==> src/rtl/fiq_pkg.sv <==
package fiq_pkg;
  localparam logic [7:0] OFS_ACK   = 8'h18;
  localparam logic [7:0] OFS_CLR   = 8'h1C;
  localparam logic [7:0] OFS_EOI   = 8'h28;
  localparam logic [7:0] OFS_PRIO0 = 8'h2C;
  localparam logic [7:0] OFS_SVC   = 8'h4C;

  typedef enum logic [2:0] {
    ACC_NONE,
    ACC_ACK,
    ACC_CLR,
    ACC_EOI,
    ACC_PRIO,
    ACC_SVC
  } acc_e;
endpackage

==> src/rtl/fiq_pick.sv <==
// Selects the most urgent member of a mask: lowest code, then lowest index.
module fiq_pick #(
  parameter int NUM_IN = 8,
  parameter int PRIO_W = 3,
  localparam int IDX_W = $clog2(NUM_IN)
) (
  input  logic [NUM_IN-1:0]             mask_i,
  input  logic [NUM_IN-1:0][PRIO_W-1:0] prio_i,
  output logic                          hit_o,
  output logic [IDX_W-1:0]              idx_o,
  output logic [PRIO_W-1:0]             lvl_o
);
  always_comb begin
    hit_o = 1'b0;
    idx_o = '0;
    lvl_o = '1;
    for (int i = NUM_IN - 1; i >= 0; i--) begin
      if (mask_i[i] && (!hit_o || prio_i[i] <= lvl_o)) begin
        hit_o = 1'b1;
        idx_o = IDX_W'(i);
        lvl_o = prio_i[i];
      end
    end
  end
endmodule

==> src/rtl/fiq_capture.sv <==
// Rising-edge request capture into the pending set.
module fiq_capture #(
  parameter int NUM_IN = 8
) (
  input  logic              clk,
  input  logic              rst_n,
  input  logic [NUM_IN-1:0] req_i,
  input  logic [NUM_IN-1:0] clr_i,
  output logic [NUM_IN-1:0] pend_o
);
  logic [NUM_IN-1:0] req_q, pend_q, pend_d, rise;

  always_comb begin
    rise   = req_i & ~req_q;
    pend_d = (pend_q & ~clr_i) | rise;
  end

  always_ff @(posedge clk or negedge rst_n) begin
    if (!rst_n) begin
      req_q  <= '0;
      pend_q <= '0;
    end else begin
      req_q  <= req_i;
      pend_q <= pend_d;
    end
  end

  assign pend_o = pend_q;
endmodule

==> src/rtl/fiq_service.sv <==
// In-service set: set by acknowledge, cleared by end-of-interrupt.
module fiq_service #(
  parameter int NUM_IN = 8
) (
  input  logic              clk,
  input  logic              rst_n,
  input  logic [NUM_IN-1:0] set_i,
  input  logic [NUM_IN-1:0] clr_i,
  output logic [NUM_IN-1:0] svc_o
);
  logic [NUM_IN-1:0] svc_q, svc_d;
  logic              svc_en;

  always_comb begin
    svc_en = |(set_i | clr_i);
    svc_d  = (svc_q & ~clr_i) | set_i;
  end

  always_ff @(posedge clk or negedge rst_n) begin
    if (!rst_n)      svc_q <= '0;
    else if (svc_en) svc_q <= svc_d;
  end

  assign svc_o = svc_q;
endmodule

==> src/rtl/fiq_ctrl.sv <==
module fiq_ctrl #(
  parameter int NUM_IN = 8,
  parameter int PRIO_W = 3,
  parameter int DATA_W = 32,
  parameter int ADDR_W = 8
) (
  input  logic              clk,
  input  logic              rst_n,
  input  logic [NUM_IN-1:0] req_i,
  input  logic              bus_sel_i,
  input  logic              bus_we_i,
  input  logic [ADDR_W-1:0] bus_addr_i,
  input  logic [DATA_W-1:0] bus_wdata_i,
  output logic [DATA_W-1:0] bus_rdata_o,
  output logic              fiq_o
);
  import fiq_pkg::*;
  localparam int IDX_W = $clog2(NUM_IN);

  logic [NUM_IN-1:0][PRIO_W-1:0] prio_q, prio_d;
  logic [NUM_IN-1:0]             prio_hit, prio_we;
  logic [NUM_IN-1:0]             pend, svc, eligible;
  logic [NUM_IN-1:0]             pend_clr, svc_set, svc_clr;
  logic                          win_hit, svc_hit;
  logic [IDX_W-1:0]              win_idx, svc_idx, prio_idx;
  logic [PRIO_W-1:0]             win_lvl, svc_lvl;
  acc_e                          acc;
  logic                          ack_take;
  logic                          unused_wdata;

  assign unused_wdata = ^bus_wdata_i;

  // Register decode
  for (genvar i = 0; i < NUM_IN; i++) begin : g_prio_dec
    assign prio_hit[i] = (bus_addr_i == ADDR_W'(OFS_PRIO0) + ADDR_W'(4 * i));
  end

  always_comb begin
    acc      = ACC_NONE;
    prio_idx = '0;
    for (int i = 0; i < NUM_IN; i++)
      if (prio_hit[i]) prio_idx = IDX_W'(i);
    if (bus_sel_i) begin
      if      (bus_addr_i == ADDR_W'(OFS_ACK)) acc = ACC_ACK;
      else if (bus_addr_i == ADDR_W'(OFS_CLR)) acc = ACC_CLR;
      else if (bus_addr_i == ADDR_W'(OFS_EOI)) acc = ACC_EOI;
      else if (bus_addr_i == ADDR_W'(OFS_SVC)) acc = ACC_SVC;
      else if (|prio_hit)                      acc = ACC_PRIO;
    end
  end

  // Priority registers
  always_comb begin
    prio_we = '0;
    prio_d  = prio_q;
    if (acc == ACC_PRIO && bus_we_i) begin
      prio_we[prio_idx] = 1'b1;
      prio_d[prio_idx]  = bus_wdata_i[PRIO_W-1:0];
    end
  end

  for (genvar i = 0; i < NUM_IN; i++) begin : g_prio_reg
    always_ff @(posedge clk or negedge rst_n) begin
      if (!rst_n)          prio_q[i] <= '1;
      else if (prio_we[i]) prio_q[i] <= prio_d[i];
    end
  end

  // Arbitration: service level, then eligible pending requests
  fiq_pick #(.NUM_IN(NUM_IN), .PRIO_W(PRIO_W)) u_svc_pick (
    .mask_i(svc), .prio_i(prio_q),
    .hit_o(svc_hit), .idx_o(svc_idx), .lvl_o(svc_lvl)
  );

  for (genvar i = 0; i < NUM_IN; i++) begin : g_elig
    assign eligible[i] = pend[i] && (!svc_hit || prio_q[i] < svc_lvl);
  end

  fiq_pick #(.NUM_IN(NUM_IN), .PRIO_W(PRIO_W)) u_win_pick (
    .mask_i(eligible), .prio_i(prio_q),
    .hit_o(win_hit), .idx_o(win_idx), .lvl_o(win_lvl)
  );

  // Handshake side effects
  always_comb begin
    ack_take = (acc == ACC_ACK) && !bus_we_i && win_hit;
    svc_set  = ack_take ? (NUM_IN'(1) << win_idx) : '0;
    svc_clr  = (acc == ACC_EOI && bus_we_i && svc_hit) ? (NUM_IN'(1) << svc_idx) : '0;
    pend_clr = svc_set;
    if (acc == ACC_CLR && bus_we_i)
      pend_clr = pend_clr | (NUM_IN'(1) << bus_wdata_i[IDX_W-1:0]);
  end

  fiq_capture #(.NUM_IN(NUM_IN)) u_capture (
    .clk(clk), .rst_n(rst_n), .req_i(req_i), .clr_i(pend_clr), .pend_o(pend)
  );

  fiq_service #(.NUM_IN(NUM_IN)) u_service (
    .clk(clk), .rst_n(rst_n), .set_i(svc_set), .clr_i(svc_clr), .svc_o(svc)
  );

  // Read data
  always_comb begin
    bus_rdata_o = '0;
    if (!bus_we_i) begin
      unique case (acc)
        ACC_ACK:  bus_rdata_o = win_hit ? {{(DATA_W-IDX_W){1'b1}}, win_idx} : '1;
        ACC_PRIO: bus_rdata_o = DATA_W'(prio_q[prio_idx]);
        ACC_SVC:  bus_rdata_o = DATA_W'(svc);
        default:  bus_rdata_o = '0;
      endcase
    end
  end

  assign fiq_o = win_hit;
endmodule

==> config.mk <==
export PLATFORM = sky130hd
export DESIGN_NAME = fiq_ctrl
export DESIGN_NICKNAME = d
export VERILOG_FILES = /design/src/rtl/fiq_pkg.sv /design/src/rtl/fiq_pick.sv /design/src/rtl/fiq_capture.sv /design/src/rtl/fiq_service.sv /design/src/rtl/fiq_ctrl.sv
export SDC_FILE = /design/constraint.sdc
export NUM_CORES = 1
export LEC_CHECK = 0
export BUFFER_PORTS_ARGS = -buffer_cell sky130_fd_sc_hd__buf_2
export CAP_MARGIN = 10
export CORE_MARGIN = 3
export CORE_UTILIZATION = 50
export DETAILED_ROUTE_END_ITERATION = 12
export PLACE_DENSITY = 0.72
export SETUP_SLACK_MARGIN = 0.02
export SKIP_LAST_GASP = 1
export SYNTH_ARGS = -nofsm -noshare
export SYNTH_HDL_FRONTEND = slang
export SYNTH_HIERARCHICAL = 1
export SYNTH_SLANG_ARGS = --single-unit
==> constraint.sdc <==
create_clock -name clk -period 20.5 [get_ports clk]
set_input_delay 0 -clock clk [delete_from_list [all_inputs] [get_ports clk]]
set_output_delay 0 -clock clk [all_outputs]
set_load 0.1 [all_outputs]
-- Word level (Yosys, flattened, before mapping)
Cells that the tools add are included.
- bitwise logic cells: 10
- $lt $le $gt $ge: 24
- mux-type cells: 74
- eq/ne operators: 17
- reductions and logical operators: 77
- shift-type cells: 3
- operator list (kind ; number):
    2-to-1 mux 3 bit ; 44
    case mux 32 bit (3 select lines) ; 1
    == test 8 x 6 -> 1 bit, second input constant ; 6
    less-or-equal comparator 3 bit ; 14
    == test 8 x 7 -> 1 bit, second input constant ; 4
    2-to-1 mux 32 bit ; 1
    2-to-1 mux 8 bit ; 4
    OR 8 bit ; 4
    logical AND 1 bit ; 29
    bitwise AND 8 bit ; 3
    bitwise mux 24 bit ; 1
    less-than comparator 3 bit ; 8
    inverter 8 bit ; 3
    << shifter 1 x 3 -> 8 bit, first input constant ; 3
    logical OR 1 bit ; 22
    2-to-1 mux 1 bit ; 18
    == test 8 x 5 -> 1 bit, second input constant ; 2
    logical NOT 1 bit ; 16
    AND reduction 2 bit ; 8
    OR reduction 8 bit ; 2
    binary-select mux 3 bit (select 3 bit) ; 1
    demux 3 bit (select 3 bit) ; 1
    == test 3 x 2 -> 1 bit, second input constant ; 2
    == test 3 bit, second input constant ; 2
    5 further kinds ; 6
- word-level logic and storage cells: 216
- output and inout bits: 33
- flip-flop bits (word level): 48

-- Longest topological paths before layout
- word-level depth: 68
- mapped depth: 102
- gate-level depth less buffers: 100

-- Cells and area by module
Netlist, hierarchy kept.
- by module, submodules not included (module ; area an instance (um^2) ; times used ; seq. area each (um^2) ; cells an instance):
    fiq_ctrl ; 2388.5 ; 1 ; 630.6 ; 257
    fiq_pick ; 1041.0 ; 2 ; 0.0 ; 143
    fiq_capture ; 560.5 ; 1 ; 400.4 ; 40
    fiq_service ; 290.3 ; 1 ; 200.2 ; 24

-- Worst setup path after synthesis
Ideal clock, no wire load.
- kind: reg2out
- from: register u_service.svc_q[7], in the netlist u_service/svc_o[7]
- to: output port bus_rdata_o[0]
- cell stages (with the launch flop): 94
- path buffers: 2
- data required time: 20500 ps
- data arrival time: 19112 ps
- slack: 1388 ps
- cell sequence: dfrtp_1 > inv_1 > nor2_1 > ha_1 > and3b_1 > o211a_1 > or3_1 > nand2_1 > ha_1 > nor2b_1 > o32ai_1 > o21ai_0 > a31oi_1 > ha_1 > nand3_1 > o31ai_1 > o21ai_0 > clkbuf_1 > [... 58 more ...] > o21ai_0 > a21oi_1 > nor2b_1 > a211oi_1 > a21oi_1 > ha_1 > nor2b_1 > o21a_1 > o211ai_2 > nand2_1 > o21ai_0 > o21ai_0 > ha_1 > and3_1 > o31ai_4 > a21boi_0 > o21ai_0 > o221ai_1
- cells in the longest elaborated chain, start to end: 64
- elaborated cells on any way between the ends: 123
- RTL lines (item ; RTL line ; source):
    start: declaration ; fiq_service.sv:11 ; logic [NUM_IN-1:0] svc_q, svc_d;
    start signal: assignment ; fiq_service.sv:21 ; else if (svc_en) svc_q <= svc_d;
    2-to-1 mux 3 bit / 2-to-1 mux 1 bit (equally long branches) ; fiq_pick.sv:18 ; if (mask_i[i] && (!hit_o || prio_i[i] <= lvl_o)) begin
    less-or-equal comparator 3 bit / logical NOT 1 bit (equally long branches) ; fiq_pick.sv:18 ;
    logical OR 1 bit ; fiq_pick.sv:18 ;
    logical AND 1 bit ; fiq_pick.sv:18 ;
    2-to-1 mux 3 bit / 2-to-1 mux 1 bit (equally long branches) ; fiq_pick.sv:18 ;
    less-or-equal comparator 3 bit / logical NOT 1 bit (equally long branches) ; fiq_pick.sv:18 ;
    logical OR 1 bit ; fiq_pick.sv:18 ;
    logical AND 1 bit ; fiq_pick.sv:18 ;
    [... 21 more ...] ; n/a ;
    via svc_lvl[1] ; fiq_ctrl.sv:26 ; logic [PRIO_W-1:0] win_lvl, svc_lvl;
    [... 3 more ...] ; n/a ;
    via eligible[7] ; fiq_ctrl.sv:22 ; logic [NUM_IN-1:0] pend, svc, eligible;
    [... 25 more ...] ; n/a ;
    less-or-equal comparator 3 bit / logical NOT 1 bit (equally long branches) ; fiq_pick.sv:18 ;
    logical OR 1 bit ; fiq_pick.sv:18 ;
    logical AND 1 bit ; fiq_pick.sv:18 ;
    2-to-1 mux 3 bit * ; fiq_pick.sv:18 ;
    via win_idx[0] ; fiq_ctrl.sv:25 ; logic [IDX_W-1:0] win_idx, svc_idx, prio_idx;
    2-to-1 mux 3 bit * ; fiq_ctrl.sv:107 ; ACC_ACK: bus_rdata_o = win_hit ? {{(DATA_W-IDX_W){1'b1}}, win_idx} : '1;
    case mux 32 bit (3 select lines) * ; fiq_ctrl.sv:106 ; unique case (acc)
    2-to-1 mux 32 bit * ; fiq_ctrl.sv:105 ; if (!bus_we_i) begin
    end: declaration ; fiq_ctrl.sv:14 ; output logic [DATA_W-1:0] bus_rdata_o,
The timed path passes the listed nets; every way through them passes the cells marked *.

-- Worst setup path after layout
- from: register prio_q[23] (netlist name)
- to: output port bus_rdata_o[2]
- cells in the longest elaborated chain, start to end: 64
- elaborated cells on any way between the ends: 123
- RTL lines (item ; RTL line ; source):
    start: declaration ; fiq_ctrl.sv:20 ; logic [NUM_IN-1:0][PRIO_W-1:0] prio_q, prio_d;
    start signal: indexed assignment ; fiq_ctrl.sv:65 ; else if (prio_we[i]) prio_q[i] <= prio_d[i];
    2-to-1 mux 3 bit * ; fiq_pick.sv:18 ;
    less-or-equal comparator 3 bit ; fiq_pick.sv:18 ;
    logical OR 1 bit ; fiq_pick.sv:18 ;
    logical AND 1 bit ; fiq_pick.sv:18 ;
    2-to-1 mux 3 bit / 2-to-1 mux 1 bit (equally long branches) ; fiq_pick.sv:18 ;
    less-or-equal comparator 3 bit / logical NOT 1 bit (equally long branches) ; fiq_pick.sv:18 ;
    logical OR 1 bit ; fiq_pick.sv:18 ;
    logical AND 1 bit ; fiq_pick.sv:18 ;
    [... 21 more ...] ; n/a ;
    via svc_lvl[1] ; fiq_ctrl.sv:26 ;
    [... 3 more ...] ; n/a ;
    via eligible[7] ; fiq_ctrl.sv:22 ;
    [... 25 more ...] ; n/a ;
    less-or-equal comparator 3 bit / logical NOT 1 bit (equally long branches) ; fiq_pick.sv:18 ;
    logical OR 1 bit ; fiq_pick.sv:18 ;
    logical AND 1 bit ; fiq_pick.sv:18 ;
    2-to-1 mux 3 bit * ; fiq_pick.sv:18 ;
    via win_idx[2] ; fiq_ctrl.sv:25 ;
    2-to-1 mux 3 bit * ; fiq_ctrl.sv:107 ;
    case mux 32 bit (3 select lines) * ; fiq_ctrl.sv:106 ;
    2-to-1 mux 32 bit * ; fiq_ctrl.sv:105 ;
The timed path passes the listed nets; every way through them passes the cells marked *. The select of a mux whose other input is x is not followed.

==> reports/metrics.yaml <==
syn_avg_cell_area_um2: 8.771
place_inst: 762
htreeDepth: 2
cts_root_buf: "clkbuf_8"
slowest_delay_ns: 0.59
overflow: 0
power.total_w: 0.0004712
drv_cap: 0
slew_viol_final: 0
routabilityCongestion: 0.9269
drc: 0
post-route-period-util_pct: 95.84
synth_area_um2: 5245
fin_ws_ns: 0.8538
core_um2: 10000
insertion_delay_ns: 0.31
routedWlPerCell_um: 18.89
grtUsageTotal_pct: 25.06
nNetsFinal: 771
place_ws_ns: -0.5279
io_pins: 85
cts_buffers: 5
status: "finished, final reports clean"
crit_type: "reg -> out"
final_cells: 795
clkTransAtPathRegs_ns: 0.09
setup_viol: 0
grt_max_degree: 49
dpl.hpwl_um: 11270
slew_headroom_pct: 29.55
cp_common_cell: "ha_1"
leakagePower_nw: 2.935
first_pass_iters: 5
crit_path_max_fanout: 9
tightestPinTransition_ns: 1.057
routed_wl_um: 15020
syn_inst: 598
fin_skew_ns: 0.009251
dieWidth_um: 108.4
syn-num-nets: 708
ir_drop_mv: 0.06074
final_cell_mix: "58 x ha_1, 56 x inv_1, 52 x buf_2, 36 x o21ai_0, 32 x nand2_1"
critPathTopFamily: "compound AO/OA/AOI/OAI gates"
final_area_um2: 6075
cts_tree: "yes"
final_common_cell: "ha_1"
initial_core_util_pct: 52.45
antenna_found_initial: 0
die_h_um: 108.4
port_buffers: 55
drt-initial-drc-count: 251
viasPerCell: 6.152
cts_sinks: 48
hold_violations: 0
layout-area-overhead-vs-synth_pct: 15.82
postPlaceCellArea_um2: 5574
min_period_ns: 19.65
critPathArrivalTime_ns: 19.65
hp-class: "in -> reg"
crit_path_end_kind: "output pin"
clockBufferDepth: 2
required_ns: 20.50
drive_gt1_share_pct: 30.97
dieArea_um2: 11750
vias: 4891
diodes: 0
worst-path-buf-inv: 7
grt_first_pass_wirelength_um: 23080
startpoint_type: "flip-flop"
fin_tns_setup_ns: 0
fmax_mhz: 50.90
powerDensity_nw_per_um2: 77.57
antenna_left: 0
first_global_vias: 4660
fp-row-count: 36
synth.yosys.warnings: 6
slowest_stage: "dfstp_2"
-- sequential cells by signal, summed over array words and instances, names as in the netlist --
| signal | flops |
|---|---|
| prio_q | 24 |
| u_capture/pend_o | 8 |
| u_capture/req_q | 8 |
| u_service/svc_o | 8 |
-- per-layer routing --
metal | part of all wire, % | track usage (%)
met2 | 51 | 44.92
met3 | 4.9 | 2.388
met4 | 2.4 | 9.378
met5 | 0 | 0
met1 | 41 | 30.99
-- where the power goes --
| group | internal (W) | leakage, nW | switching (W) | total, W |
|---|---|---|---|---|
| sequential | 0.0000985 | 0.523 | 0.00000498 | 0.000104 |
| clock | 0.0000319 | 0.0530 | 0.0000340 | 0.0000659 |
| combinational | 0.000128 | 2.36 | 0.000174 | 0.000302 |
-- worst paths after layout --
path / startpoint / to / slack, ns / cells after the start
min reg2reg: u_capture/req_q[6] / u_capture/pend_o[6] / 0.43 / 1
min in group asynchronous: rst_n / u_capture/req_q[0] / 0.40 / 2
max in group asynchronous: rst_n / u_capture/req_q[7] / 19.44 / 2
min: bus_wdata_i[0] / prio_q[6] / 0.12 / 2
max: prio_q[23] / bus_rdata_o[2] / 0.85 / 98
max reg2reg: prio_q[23] / u_capture/pend_o[0] / 0.90 / 99
-- stage by stage --
stage	util [%]	hold slack [ns]
final	60.75	0.1173
after global routing	60.75	0.1109
after CTS	58.07	0.1062
after detailed placement	55.74	0.1222
after global placement	55.74	0.1223
after floorplan	-	-0.2956
-- area by class of cell --
cell class              count  area [um^2]
flip-flops and latches     48         1231
multi-input cells         459         3744
well taps                 133        166.4
inverters                  56        210.2
fillers                   857         3925
repair buffers             91        613.1
clock buffers               6        93.84
clock inverters             2        16.27
-- timing repair --
action / 4_1_cts / 5_1_grt
pin swaps: 0 / 10
setup endpoints to repair: 19 / 19
resized for setup: 7 / 35
hold endpoints to repair: 40 / 0
hold buffers: 9 / 0
buffers inserted: 0 / 16
Note: power is estimated with default switching activity, not from simulation.
